--- src/rtl/sframe_pkg.sv ---
package sframe_pkg;

  // Two-line framing progress
  typedef enum logic [1:0] {
    TW_IDLE  = 2'd0,  // waiting for a start condition
    TW_ARMED = 2'd1,  // data fell under a high clock, first clock fall pending
    TW_BODY  = 2'd2   // inside a frame, shifting bits
  } tw_state_e;

endpackage

--- src/rtl/sframe_sync.sv ---
module sframe_sync #(
  parameter int WIDTH  = 3,
  parameter int STAGES = 2,
  parameter logic [WIDTH-1:0] RST_VAL = '1
) (
  input  logic             clk,
  input  logic             rst_n,
  input  logic [WIDTH-1:0] async_in,
  output logic [WIDTH-1:0] sync_out
);

  logic [WIDTH-1:0] stage_q [STAGES];

  genvar g;
  generate
    for (g = 0; g < STAGES; g++) begin : g_stage
      logic [WIDTH-1:0] stage_d;
      if (g == 0) begin : g_first
        assign stage_d = async_in;
      end else begin : g_rest
        assign stage_d = stage_q[g-1];
      end
      always_ff @(posedge clk or negedge rst_n) begin
        if (!rst_n) stage_q[g] <= RST_VAL;
        else        stage_q[g] <= stage_d;
      end
    end
  endgenerate

  assign sync_out = stage_q[STAGES-1];

endmodule

--- src/rtl/sframe_tw_ctrl.sv ---
module sframe_tw_ctrl
  import sframe_pkg::*;
(
  input  logic clk,
  input  logic rst_n,
  input  logic enable,
  input  logic sck_lvl,
  input  logic sck_fall,
  input  logic sda_fall,
  input  logic sda_rise,
  output logic shift_en,
  output logic force_zero,
  output logic stop_det
);

  tw_state_e state_q, state_d;

  always_comb begin
    state_d    = state_q;
    shift_en   = 1'b0;
    force_zero = 1'b0;
    stop_det   = 1'b0;
    if (!enable) begin
      state_d = TW_IDLE;
    end else begin
      unique case (state_q)
        TW_IDLE: begin
          if (sda_fall && sck_lvl) state_d = TW_ARMED;
        end
        TW_ARMED: begin
          if (sda_rise && sck_lvl) begin
            state_d = TW_IDLE;
          end else if (sck_fall) begin
            shift_en   = 1'b1;
            force_zero = 1'b1;
            state_d    = TW_BODY;
          end
        end
        TW_BODY: begin
          if (sck_fall) begin
            shift_en = 1'b1;
          end else if (sda_fall && sck_lvl) begin
            state_d = TW_ARMED;
          end else if (sda_rise && sck_lvl) begin
            stop_det = 1'b1;
            state_d  = TW_IDLE;
          end
        end
        default: state_d = TW_IDLE;
      endcase
    end
  end

  always_ff @(posedge clk or negedge rst_n) begin
    if (!rst_n) state_q <= TW_IDLE;
    else        state_q <= state_d;
  end

endmodule

--- src/rtl/sframe_shreg.sv ---
module sframe_shreg #(
  parameter int LEN = 11
) (
  input  logic           clk,
  input  logic           rst_n,
  input  logic           shift_en,
  input  logic           din,
  output logic [LEN-1:0] q
);

  logic [LEN-1:0] q_d;

  always_comb begin
    q_d = q;
    if (shift_en) q_d = {q[LEN-2:0], din};
  end

  always_ff @(posedge clk or negedge rst_n) begin
    if (!rst_n) q <= '0;
    else        q <= q_d;
  end

endmodule

--- src/rtl/sframe_rx.sv ---
module sframe_rx #(
  parameter int WORD_W      = 10,
  parameter int SYNC_STAGES = 2
) (
  input  logic              clk,
  input  logic              rst_n,
  input  logic              two_wire_mode,
  input  logic              ser_clk,
  input  logic              ser_dat,
  input  logic              load_n,
  output logic              word_valid,
  output logic [WORD_W-1:0] word_out,
  output logic              chain_out
);

  localparam int SHIFT_LEN = WORD_W + 1;

  // synchronised lines: {load, data, clock}
  logic [2:0] lines_s;
  logic       sck_s, sda_s, ld_s;
  logic       sck_q, sda_q, ld_q;

  sframe_sync #(.WIDTH(3), .STAGES(SYNC_STAGES), .RST_VAL(3'b111)) u_sync (
    .clk      (clk),
    .rst_n    (rst_n),
    .async_in ({load_n, ser_dat, ser_clk}),
    .sync_out (lines_s)
  );

  assign {ld_s, sda_s, sck_s} = lines_s;

  always_ff @(posedge clk or negedge rst_n) begin
    if (!rst_n) begin
      sck_q <= 1'b1;
      sda_q <= 1'b1;
      ld_q  <= 1'b1;
    end else begin
      sck_q <= sck_s;
      sda_q <= sda_s;
      ld_q  <= ld_s;
    end
  end

  logic sck_fall, sda_fall, sda_rise, ld_fall;
  assign sck_fall = sck_q & ~sck_s;
  assign sda_fall = sda_q & ~sda_s;
  assign sda_rise = ~sda_q & sda_s;
  assign ld_fall  = ld_q & ~ld_s;

  // two-line framing
  logic tw_shift, tw_zero, stop_det;

  sframe_tw_ctrl u_ctrl (
    .clk        (clk),
    .rst_n      (rst_n),
    .enable     (two_wire_mode),
    .sck_lvl    (sck_s),
    .sck_fall   (sck_fall),
    .sda_fall   (sda_fall),
    .sda_rise   (sda_rise),
    .shift_en   (tw_shift),
    .force_zero (tw_zero),
    .stop_det   (stop_det)
  );

  logic zero_shift;
  assign zero_shift = tw_shift & tw_zero;

  // shift register shared by both modes
  logic                 sh_en, sh_din;
  logic [SHIFT_LEN-1:0] shreg;

  assign sh_en  = two_wire_mode ? tw_shift : sck_fall;
  assign sh_din = two_wire_mode ? (sda_s & ~tw_zero) : sda_s;

  sframe_shreg #(.LEN(SHIFT_LEN)) u_shreg (
    .clk      (clk),
    .rst_n    (rst_n),
    .shift_en (sh_en),
    .din      (sh_din),
    .q        (shreg)
  );

  // commit
  logic commit;
  assign commit = two_wire_mode ? stop_det : ld_fall;

  logic              valid_d;
  logic [WORD_W-1:0] word_d;

  always_comb begin
    valid_d = commit;
    word_d  = word_out;
    if (commit) word_d = shreg[WORD_W-1:0];
  end

  always_ff @(posedge clk or negedge rst_n) begin
    if (!rst_n) begin
      word_valid <= 1'b0;
      word_out   <= '0;
    end else begin
      word_valid <= valid_d;
      word_out   <= word_d;
    end
  end

  assign chain_out = two_wire_mode ? shreg[SHIFT_LEN-1] : shreg[WORD_W-1];

endmodule

--- config.mk ---
export PLATFORM = sky130hd
export DESIGN_NAME = sframe_rx
export DESIGN_NICKNAME = d
export VERILOG_FILES = /design/src/rtl/sframe_pkg.sv /design/src/rtl/sframe_sync.sv /design/src/rtl/sframe_tw_ctrl.sv /design/src/rtl/sframe_shreg.sv /design/src/rtl/sframe_rx.sv
export SDC_FILE = /design/constraint.sdc
export NUM_CORES = 1
export LEC_CHECK = 0
export BUFFER_PORTS_ARGS = -buffer_cell sky130_fd_sc_hd__buf_4
export CAP_MARGIN = 20
export CORE_MARGIN = 10
export CORE_UTILIZATION = 43
export CTS_BUF_LIST = sky130_fd_sc_hd__clkbuf_8 sky130_fd_sc_hd__clkbuf_16
export DETAILED_ROUTE_END_ITERATION = 8
export PLACE_DENSITY = 0.71
export SLEW_MARGIN = 10
export SYNTH_ARGS = -nofsm -noshare
export SYNTH_HDL_FRONTEND = slang
export SYNTH_SLANG_ARGS = --single-unit
--- constraint.sdc ---
create_clock -name clk -period 1.94 [get_ports clk]
set_clock_uncertainty 0.15 [all_clocks]
set_input_delay 0.388 -clock clk [delete_from_list [all_inputs] [get_ports clk]]
set_output_delay 0.388 -clock clk [all_outputs]
set_load 0.03 [all_outputs]
==> impl_metrics.py, run 1 <==
metrics = {
    "synthesis": {
        "synth_top_area_cell": "dfrtp_1",
        "synth-seq-cells": 33,
        "yosys_warnings": 0,
        "synthDistinctLibCells": 24,
        "ys_top_cells_by_count": "dfrtp_1, mux2_2, dfstp_2, mux2_4",
        "async_flop_share": 1.00,
        "synthFlopType": "dfrtp_1",
        "syn_nets": 100,
        "syn_avg_cell_area_um2": 15.4,
        "netlist_instances": 89,
        "synth_top_cell_area_share": 0.439,
        "yosys-top-cells-area": "dfrtp_1, dfstp_2, mux2_4, mux2_2, ha_1",
        "seq_area_frac_synth": 0.612,
        "synth_edf_count": 0,
        "yosysMostFrequentCell": "dfrtp_1",
        "syn_area_um2": 1370,
    },
    "placed_design": {
        "port_buffers": 17,
        "place_inst": 149,
        "place_area_um2": 1550,
        "gp_congestion": 0.771,
        "hpwlAfterDp_um": 1550,
    },
    "sta": {
        "finalSetupViolCount": 0,
        "max_freq_mhz": 555,
        "finalCritPeriodShare": 0.929,
        "setup_tns_ns": 0,
        "hold_viol_final": 0,
        "rsz0062_at_grt": "false",
        "holdWs_ns": 0.0562,
        "min_period_ns": 1.80,
        "finalMaxSlewViolations": 0,
        "worstMarginPinSlew_ns": 0.395,
        "maxSlewHeadroom": 0.736,
    },
    "worst_setup_path": {
        "worstSetupPathType": "reg -> reg",
        "path_max_fanout": 12,
        "crit_arrival_ns": 1.82,
        "required_ns": 1.96,
        "worstSetupStartpointType": "register",
        "end_kind": "register",
    },
    "global_routing": {
        "grt_util_all_layers": 0.0805,
        "grt_pass1_wl_um": 3620,
        "grt_pass1_vias": 754,
        "grt_start_max_net_pins": 34,
        "grt-ovfl-total": 0,
        "grt_antenna_before_repair": 0,
    },
    "floorplan": {
        "dieArea_um2": 5840,
        "fp.dieW_um": 76.4,
        "initial_core_util": 0.448,
        "core_um2": 3050,
        "ioPinCount": 18,
        "die-height_um": 76.4,
        "rows": 20,
    },
    "clocking": {
        "cts_buffer_depth": 2,
        "clk-insertion-delay-late_ns": 0.28,
        "cts_made_buffers": 5,
        "clk_pin_slew_worst_paths_ns": 0.06,
        "cts_max_level": 2,
        "clock-sinks": 33,
        "cts_tree": "yes",
        "root_buffer": "clkbuf_8",
    },
    "layout": {
        "fin_nets": 124,
        "finish.utilization": 0.541,
        "drive_gt1_frac": 0.509,
        "diodes": 0,
        "fin_cells": 158,
        "finalInstanceArea_um2": 1650,
        "area_growth_pct": 20.6,
    },
    "power": {
        "powerDensity_nw_per_um2": 1340,
        "ir_drop_v": 0.000683,
        "leakage_nw": 0.786,
    },
    "drt": {
        "vias": 721,
        "drt-pass1-iter-count": 2,
        "wl_per_cell_um": 13.8,
        "drc": 0,
        "via_per_inst": 4.56,
        "drtIter0Drc": 23,
        "wl_um": 2180,
        "ant_nets": 0,
    },
    "run": {
        "cap_violations": 0,
    },
    "min_path": {
        "hp-class": "in -> reg",
    },
    "status": {
        "outcome": "finished, final reports clean",
    },
}
==> layout make-up <==
type / count / area (um2)
Sequential cell: 33 / 838
Timing Repair Buffer: 20 / 165
Inverter: 5 / 18.8
Clock inverter: 2 / 7.51
Clock buffer: 6 / 82.6
Multi-Input combinational cell: 48 / 483
Fill cell: 272 / 1400
Tap cell: 44 / 55.1
==> power breakdown <==
part           total, mW  internal [mW]  switching (mW)
sequential          1.01          0.885           0.125
clock              0.513          0.278           0.235
combinational      0.692          0.350           0.341
==> worst paths after layout <==
path / depth (start not counted) / start / end / slack, ns
max: 6 / u_ctrl.state_q[1] / u_shreg.q[3] / 0.14
min: 1 / ser_dat / u_sync.g_stage[1].stage_d[1] / 0.06
max reg2reg: 6 / u_ctrl.state_q[1] / u_shreg.q[3] / 0.14
min reg2reg: 0 / u_sync.g_stage[1].stage_d[1] / u_sync.sync_out[1] / 0.21
max in group asynchronous: 2 / rst_n / sda_q / 0.89
min in group asynchronous: 2 / rst_n / word_valid / 0.42
==> cell usage in the layout, fill, tap and decap left out, drive strengths merged, types with 2 or more instances in the layout <==
cell type,n
o21ai,3
dfstp,9
buf,19
ha,5
nand2,4
clkbuf,6
dfrtp,24
mux2,21
nand3b,2
inv,7
mux2i,2
==> through the flow <==
step	setup slack [ns]	power (mW)
finish	0.137	2.21
global placement	0.167	1.70
floorplan	0.151	1.48
detailed placement	0.127	1.72
CTS	0.101	2.24
global route	0.0359	2.35
==> layer usage <==
| metal | global-route usage | up-vias | share of wire |
|---|---|---|---|
| met3 | 0.0389 | 9 | 0.050 |
| met1 | 0.0938 | 346 | 0.49 |
| met2 | 0.111 | 16 | 0.43 |
| li1 | - | 350 | - |
| met4 | 0.0613 | 0 | 0.030 |
| met5 | 0 | - | 0 |
==> timing repair <==
item	in CTS	in global routing
buffers inserted	0	0
hold buffers	1	0
hold endpoints to repair	24	0
endpoints found under the setup margin	0	3
resized for setup	0	1
==> critical path, stage by stage, from the launching register on <==
cell and delay (ns):
dfrtp_1 0.43, inv_1 0.10, ha_1 0.21, o21ai_1 0.09
a21oi_1 0.15, buf_4 0.21, mux2_2 0.35
==> cell families after synthesis <==
family / after synthesis / synth area share
AOI/OAI and AO/OA: 8 / 0.0448
adders and majority gates: 5 / 0.0457
buffers and inverters: 8 / 0.0357
DFF: 33 / 0.612
muxes: 23 / 0.212
and+or+nand+nor: 12 / 0.0503
==> registers in the layout, summed over array words and instances, names as in the netlist <==
signal	count
u_ctrl.state_q	2
sda_q	1
u_shreg.q	11
sck_q	1
word_out	10
u_sync.sync_out	3
ld_q	1
word_valid	1
u_sync.g_stage.stage_d	3
Note: power is estimated with default switching activity, not from simulation.
==> inputs of run 2 (changes only) <==
--- a/config.mk
+++ b/config.mk
@@ -15,4 +15,5 @@
 export SLEW_MARGIN = 10
 export SYNTH_ARGS = -nofsm -noshare
 export SYNTH_HDL_FRONTEND = slang
+export SYNTH_HIERARCHICAL = 1
 export SYNTH_SLANG_ARGS = --single-unit
==> run 2 against run 1 <==
Against the previous run: critical path type unchanged; clock power decreased by 8.4%; flip-flop and latch count stayed put; die area grew 3.8%; area after synthesis is 5.2% higher; sequential power is 5% higher; fmax down 6.3%; non-clock buffer count grew 4.
==> impl_metrics.py, run 2 <==
metrics = {
    "status": {
        "outcome": "finished, final reports clean",
    },
    "drt": {
        "via_per_inst": 4.83,
        "drt-pass1-iter-count": 3,
        "vias": 806,
        "drtIter0Drc": 62,
        "wl_per_cell_um": 14.9,
        "wl_um": 2480,
        "ant_nets": 0,
        "drc": 0,
    },
    "synthesis": {
        "synth_top_cell_area_share": 0.417,
        "synth_top_area_cell": "dfrtp_1",
        "netlist_instances": 92,
        "yosys-top-cells-area": "dfrtp_1, mux2_4, dfstp_2, ha_1, mux2_2",
        "synthFlopType": "dfrtp_1",
        "syn_avg_cell_area_um2": 15.7,
        "yosysMostFrequentCell": "dfrtp_1",
        "async_flop_share": 1.00,
        "yosys_warnings": 6,
        "synth_edf_count": 0,
        "ys_top_cells_by_count": "dfrtp_1, mux2_4, dfstp_2, nand2_1",
        "syn_area_um2": 1440,
        "synthDistinctLibCells": 21,
        "synth-seq-cells": 33,
        "syn_nets": 102,
        "seq_area_frac_synth": 0.581,
    },
    "worst_setup_path": {
        "worstSetupPathType": "reg -> reg",
        "crit_arrival_ns": 1.93,
        "worstSetupStartpointType": "register",
        "required_ns": 1.94,
        "path_max_fanout": 6,
        "end_kind": "register",
    },
    "sta": {
        "timing.final.ws_setup_ns": 0.0155,
        "finalSetupViolCount": 0,
        "min_period_ns": 1.92,
        "worstMarginPinSlew_ns": 0.400,
        "rsz0062_at_grt": "true",
        "hold_viol_final": 0,
        "max_freq_mhz": 520,
        "finalCritPeriodShare": 0.992,
        "maxSlewHeadroom": 0.733,
        "finalMaxSlewViolations": 0,
    },
    "power": {
        "ir_drop_v": 0.000764,
        "leakage_nw": 0.884,
        "powerDensity_nw_per_um2": 1350,
    },
    "clocking": {
        "cts_max_level": 2,
        "root_buffer": "clkbuf_8",
        "cts_made_buffers": 5,
        "clk_pin_slew_worst_paths_ns": 0.06,
        "cts_buffer_depth": 2,
        "cts_setup_buffers": 0,
        "clock-sinks": 33,
        "clk-insertion-delay-late_ns": 0.27,
        "cts_tree": "yes",
    },
    "layout": {
        "reg.largest.list": "u_shreg/q: 11 flops, word_out: 10 flops",
        "drive_gt1_frac": 0.650,
        "diodes": 0,
        "fin_nets": 132,
        "largest_reg_flops": 11,
        "final_cell_mix": "mux2_4, dfrtp_1, buf_4",
        "multi_input_area_um2": 647,
        "top_register": "u_shreg/q",
        "fillCellCount": 248,
        "final-seq-area_um2": 838,
        "area_growth_pct": 27.1,
        "finalInstanceArea_um2": 1830,
    },
    "placed_design": {
        "place_area_um2": 1670,
        "port_buffers": 17,
        "gp_congestion": 0.845,
        "hpwlAfterDp_um": 1660,
        "dp_slack_ns": -0.134,
    },
    "global_routing": {
        "grt_start_max_net_pins": 34,
        "grt_pass1_vias": 896,
        "grt_antenna_before_repair": 0,
        "grt_pass1_wl_um": 4330,
        "grt_util_all_layers": 0.0900,
        "grt-ovfl-total": 0,
    },
    "floorplan": {
        "fp.dieW_um": 77.9,
        "die-height_um": 77.9,
        "rows": 20,
        "ioPinCount": 18,
        "dieArea_um2": 6060,
        "core_um2": 3130,
        "initial_core_util": 0.460,
    },
    "run": {
        "cap_violations": 0,
    },
    "min_path": {
        "hp-class": "in -> reg",
    },
}
[run 2: cells by family after synthesis]
family          synth area share
buf+inv                   0.0235
flops                      0.581
mux                        0.250
compound gates            0.0487
fa+ha+maj                 0.0348
simple gates              0.0617
[run 2: through the flow]
stage	utilization	hold slack (ns)	power [mW]	instances	setup TNS (ns)
2_1_floorplan	-	-0.0576	1.67	92	0
3_3_place_gp	0.532	0.195	1.94	157	-0.860
3_5_place_dp	0.532	0.197	1.97	157	-1.05
4_1_cts	0.570	0.0569	2.47	167	-0.436
5_1_grt	0.585	0.0550	2.63	167	-0.169
6_report	0.585	0.0696	2.47	167	0
[run 2: final cells by class]
| type | count | share of cell area |
|---|---|---|
| repair buffers | 24 | 0.107 |
| well taps | 44 | 0.0301 |
| clock inverters | 3 | 0.00820 |
| multi-input cells | 55 | 0.353 |
| inverters | 3 | 0.00615 |
| clock buffers | 5 | 0.0376 |
| flip-flops and latches | 33 | 0.458 |
[run 2: worst paths after layout]
path                                         startpoint                      endpoint  slack, ns  cells after the start
setup / recovery                     u_sync/sync_out[1]                  u_shreg/q[1]       0.02                      6
hold / removal                                  ser_dat  u_sync/g_stage[1].stage_d[1]       0.07                      1
setup reg to reg                     u_sync/sync_out[1]                  u_shreg/q[1]       0.02                      6
hold reg to reg            u_sync/g_stage[1].stage_d[0]            u_sync/sync_out[0]       0.20                      0
min in group asynchronous                         rst_n                   word_out[0]       0.44                      2
max in group asynchronous                         rst_n  u_sync/g_stage[1].stage_d[2]       0.88                      2
[run 2: where the power goes]
part / internal (mW) / switching (mW)
registers: 0.904 / 0.158
clock network: 0.243 / 0.228
logic: 0.509 / 0.431
[run 2: what timing repair did]
item,CTS,global route
hold endpoints to repair,24,0
resized for setup,3,12
setup endpoints to repair,20,21
pin swaps,0,1
gates cloned,1,0
hold buffers,1,0
[run 2: per-layer routing]
layer,track usage,wire length [um],part of all wire
met4,0.0383,32,0.013
met1,0.107,1120,0.45
met2,0.138,1210,0.49
met3,0.0392,116,0.047
met5,0,0,0
[run 2: critical path, cell delays in order (launching register included)]
cell     delay (ns)
dfstp_2        0.55
nor2b_4        0.17
nand2_2        0.08
a21oi_2        0.14
nor3b_2        0.07
mux2_4         0.32
mux2_4         0.32
==> inputs of run 3 (changes only) <==
--- a/config.mk
+++ b/config.mk
@@ -11,7 +11,7 @@
 export CORE_UTILIZATION = 43
 export CTS_BUF_LIST = sky130_fd_sc_hd__clkbuf_8 sky130_fd_sc_hd__clkbuf_16
 export DETAILED_ROUTE_END_ITERATION = 8
-export PLACE_DENSITY = 0.71
+export PLACE_DENSITY = 0.61
 export SLEW_MARGIN = 10
 export SYNTH_ARGS = -nofsm -noshare
 export SYNTH_HDL_FRONTEND = slang
==> run 3 against run 2 <==
Against the previous run: critical endpoint is now u_shreg/q[2]; cell count increased by 0.60%; flip-flop and latch count is the same; critical path depth is 1 lower; via count shrank 2.2%.
==> impl_metrics.py, run 3 (synthesis gave the netlist of run 2 again) <==
metrics = {
    "worst_setup_path": {
        "worst_path_largest_cell_delay_ns": 0.52,
        "crit_chain": "nor2b_4 > nand2_2 > nor3b_2 > mux2_4 > mux2_4",
        "r2r_start": "sck_q",
        "critPathBufInv": 0,
        "cp_common_cell": "mux2_4",
        "end_kind": "register",
        "worst-path-stages": 5,
        "path_max_fanout": 6,
        "rr_endpoint": "u_shreg/q[2]",
        "worstSetupPathType": "reg -> reg",
        "reg2reg_slack_ns": 0.04,
        "crit_path_end": "u_shreg/q[2]",
        "required_ns": 1.96,
        "crit_path_start": "sck_q",
        "rr_worst_depth": 5,
        "crit_arrival_ns": 1.92,
        "worstSetupStartpointType": "register",
        "cp_top_family": "multiplexers",
        "cp_slowest_cell": "dfstp_2",
    },
    "global_routing": {
        "grt-ovfl-total": 0,
        "grt_start_max_net_pins": 34,
        "grt_pass1_vias": 842,
        "grt_pass1_wl_um": 4200,
        "grt_util_all_layers": 0.0889,
        "grt_antenna_before_repair": 0,
    },
    "placed_design": {
        "place_inst": 157,
        "hpwlAfterDp_um": 1530,
        "place_area_um2": 1670,
        "port_buffers": 17,
        "gp_congestion": 0.780,
    },
    "layout": {
        "reg.largest.list": "u_shreg/q: 11 flops, word_out: 10 flops",
        "diodes": 0,
        "fin_nets": 133,
        "drive_gt1_frac": 0.653,
        "fin_cells": 168,
        "area_growth_pct": 27.6,
        "largest_reg_flops": 11,
        "top_register": "u_shreg/q",
        "finish.utilization": 0.588,
        "final_cell_mix": "mux2_4, buf_4, dfrtp_1",
        "finalInstanceArea_um2": 1840,
    },
    "sta": {
        "finalSetupViolCount": 0,
        "rsz0062_at_grt": "true",
        "worstMarginPinSlew_ns": 0.392,
        "min_period_ns": 1.90,
        "finalMaxSlewViolations": 0,
        "maxSlewHeadroom": 0.739,
        "finalCritPeriodShare": 0.980,
        "holdWs_ns": 0.0644,
        "hold_viol_final": 0,
        "max_freq_mhz": 526,
    },
    "drt": {
        "wl_um": 2410,
        "wl_per_cell_um": 14.4,
        "ant_nets": 0,
        "drtIter0Drc": 57,
        "drc": 0,
        "drt-pass1-iter-count": 4,
        "vias": 788,
        "via_per_inst": 4.69,
    },
    "power": {
        "ir_drop_v": 0.000689,
        "leakage_nw": 0.887,
        "power_mw": 2.48,
        "powerDensity_nw_per_um2": 1350,
    },
    "floorplan": {
        "core_um2": 3130,
        "ioPinCount": 18,
        "die-height_um": 77.9,
        "fp.dieW_um": 77.9,
        "initial_core_util": 0.460,
        "dieArea_um2": 6060,
        "rows": 20,
    },
    "clocking": {
        "clk_pin_slew_worst_paths_ns": 0.07,
        "cts_buffer_depth": 2,
        "clk-insertion-delay-late_ns": 0.28,
        "cts_made_buffers": 5,
        "root_buffer": "clkbuf_8",
        "cts_tree": "yes",
        "cts_max_level": 2,
        "clock-sinks": 33,
    },
    "status": {
        "outcome": "finished, final reports clean",
    },
    "min_path": {
        "hp-class": "in -> reg",
    },
    "run": {
        "cap_violations": 0,
    },
}
==> run 3: changes by cell type in the layout (fill, tap and decap cells not counted), sizes merged <==
cell    delta
clkinv     +2
inv        -2
buf        +1
==> run 3: how the worst min path moves through the flow <==
stage                        from                            to  depth (start not counted)
after global placement      rst_n             u_ctrl/state_q[0]                          1
after detailed placement    rst_n             u_ctrl/state_q[1]                          1
after CTS                 ser_clk  u_sync/g_stage[1].stage_d[0]                          1
final                     ser_clk  u_sync/g_stage[1].stage_d[0]                          1
after global routing      ser_clk  u_sync/g_stage[1].stage_d[0]                          1
after floorplan             rst_n             u_ctrl/state_q[0]                          0
==> run 3: per-layer routing <==
metal,wire length [um],global-route usage,vias to the layer above
met2,1040,0.119,19
li1,-,-,380
met3,165,0.0449,2
met4,11,0.0438,0
met5,0,0,-
met1,1200,0.114,387
==> run 3: per-stage QoR <==
| step | TNS [ns] | worst slack [ns] |
|---|---|---|
| finish | 0 | 0.0382 |
| global route | -0.474 | -0.0524 |
| CTS | -0.0846 | -0.0170 |
| detailed placement | -1.56 | -0.143 |
| global placement | -1.12 | -0.0908 |
| floorplan | 0 | 0.00195 |
==> run 3: timing repair <==
action / 4_1_cts / 5_1_grt
buffers inserted: 0 / 1
hold endpoints to repair: 24 / 0
setup endpoints to repair: 21 / 21
gates cloned: 1 / 0
gates resized for setup: 6 / 7
pin swaps: 0 / 4
hold buffers: 1 / 0
==> run 3: worst reg2reg max path: stages (launching register included) <==
cell and delay [ns]:
dfstp_2 0.52, nor2b_4 0.20, nand2_2 0.08, nor3b_2 0.26, mux2_4 0.27, mux2_4 0.32
==> run 3: final cells by class <==
| type | count | area, um2 |
|---|---|---|
| clock buffers | 5 | 68.8 |
| clock inverters | 3 | 17.5 |
| fillers | 261 | 1290 |
| inverters | 3 | 11.3 |
| multi-input cells | 55 | 644 |
| flip-flops and latches | 33 | 838 |
| well taps | 44 | 55.1 |
| repair buffers | 25 | 203 |
==> run 3: where the power goes <==
group          switching (mW)  internal [mW]
registers               0.151          0.904
logic                   0.419          0.507
clock network           0.247          0.247
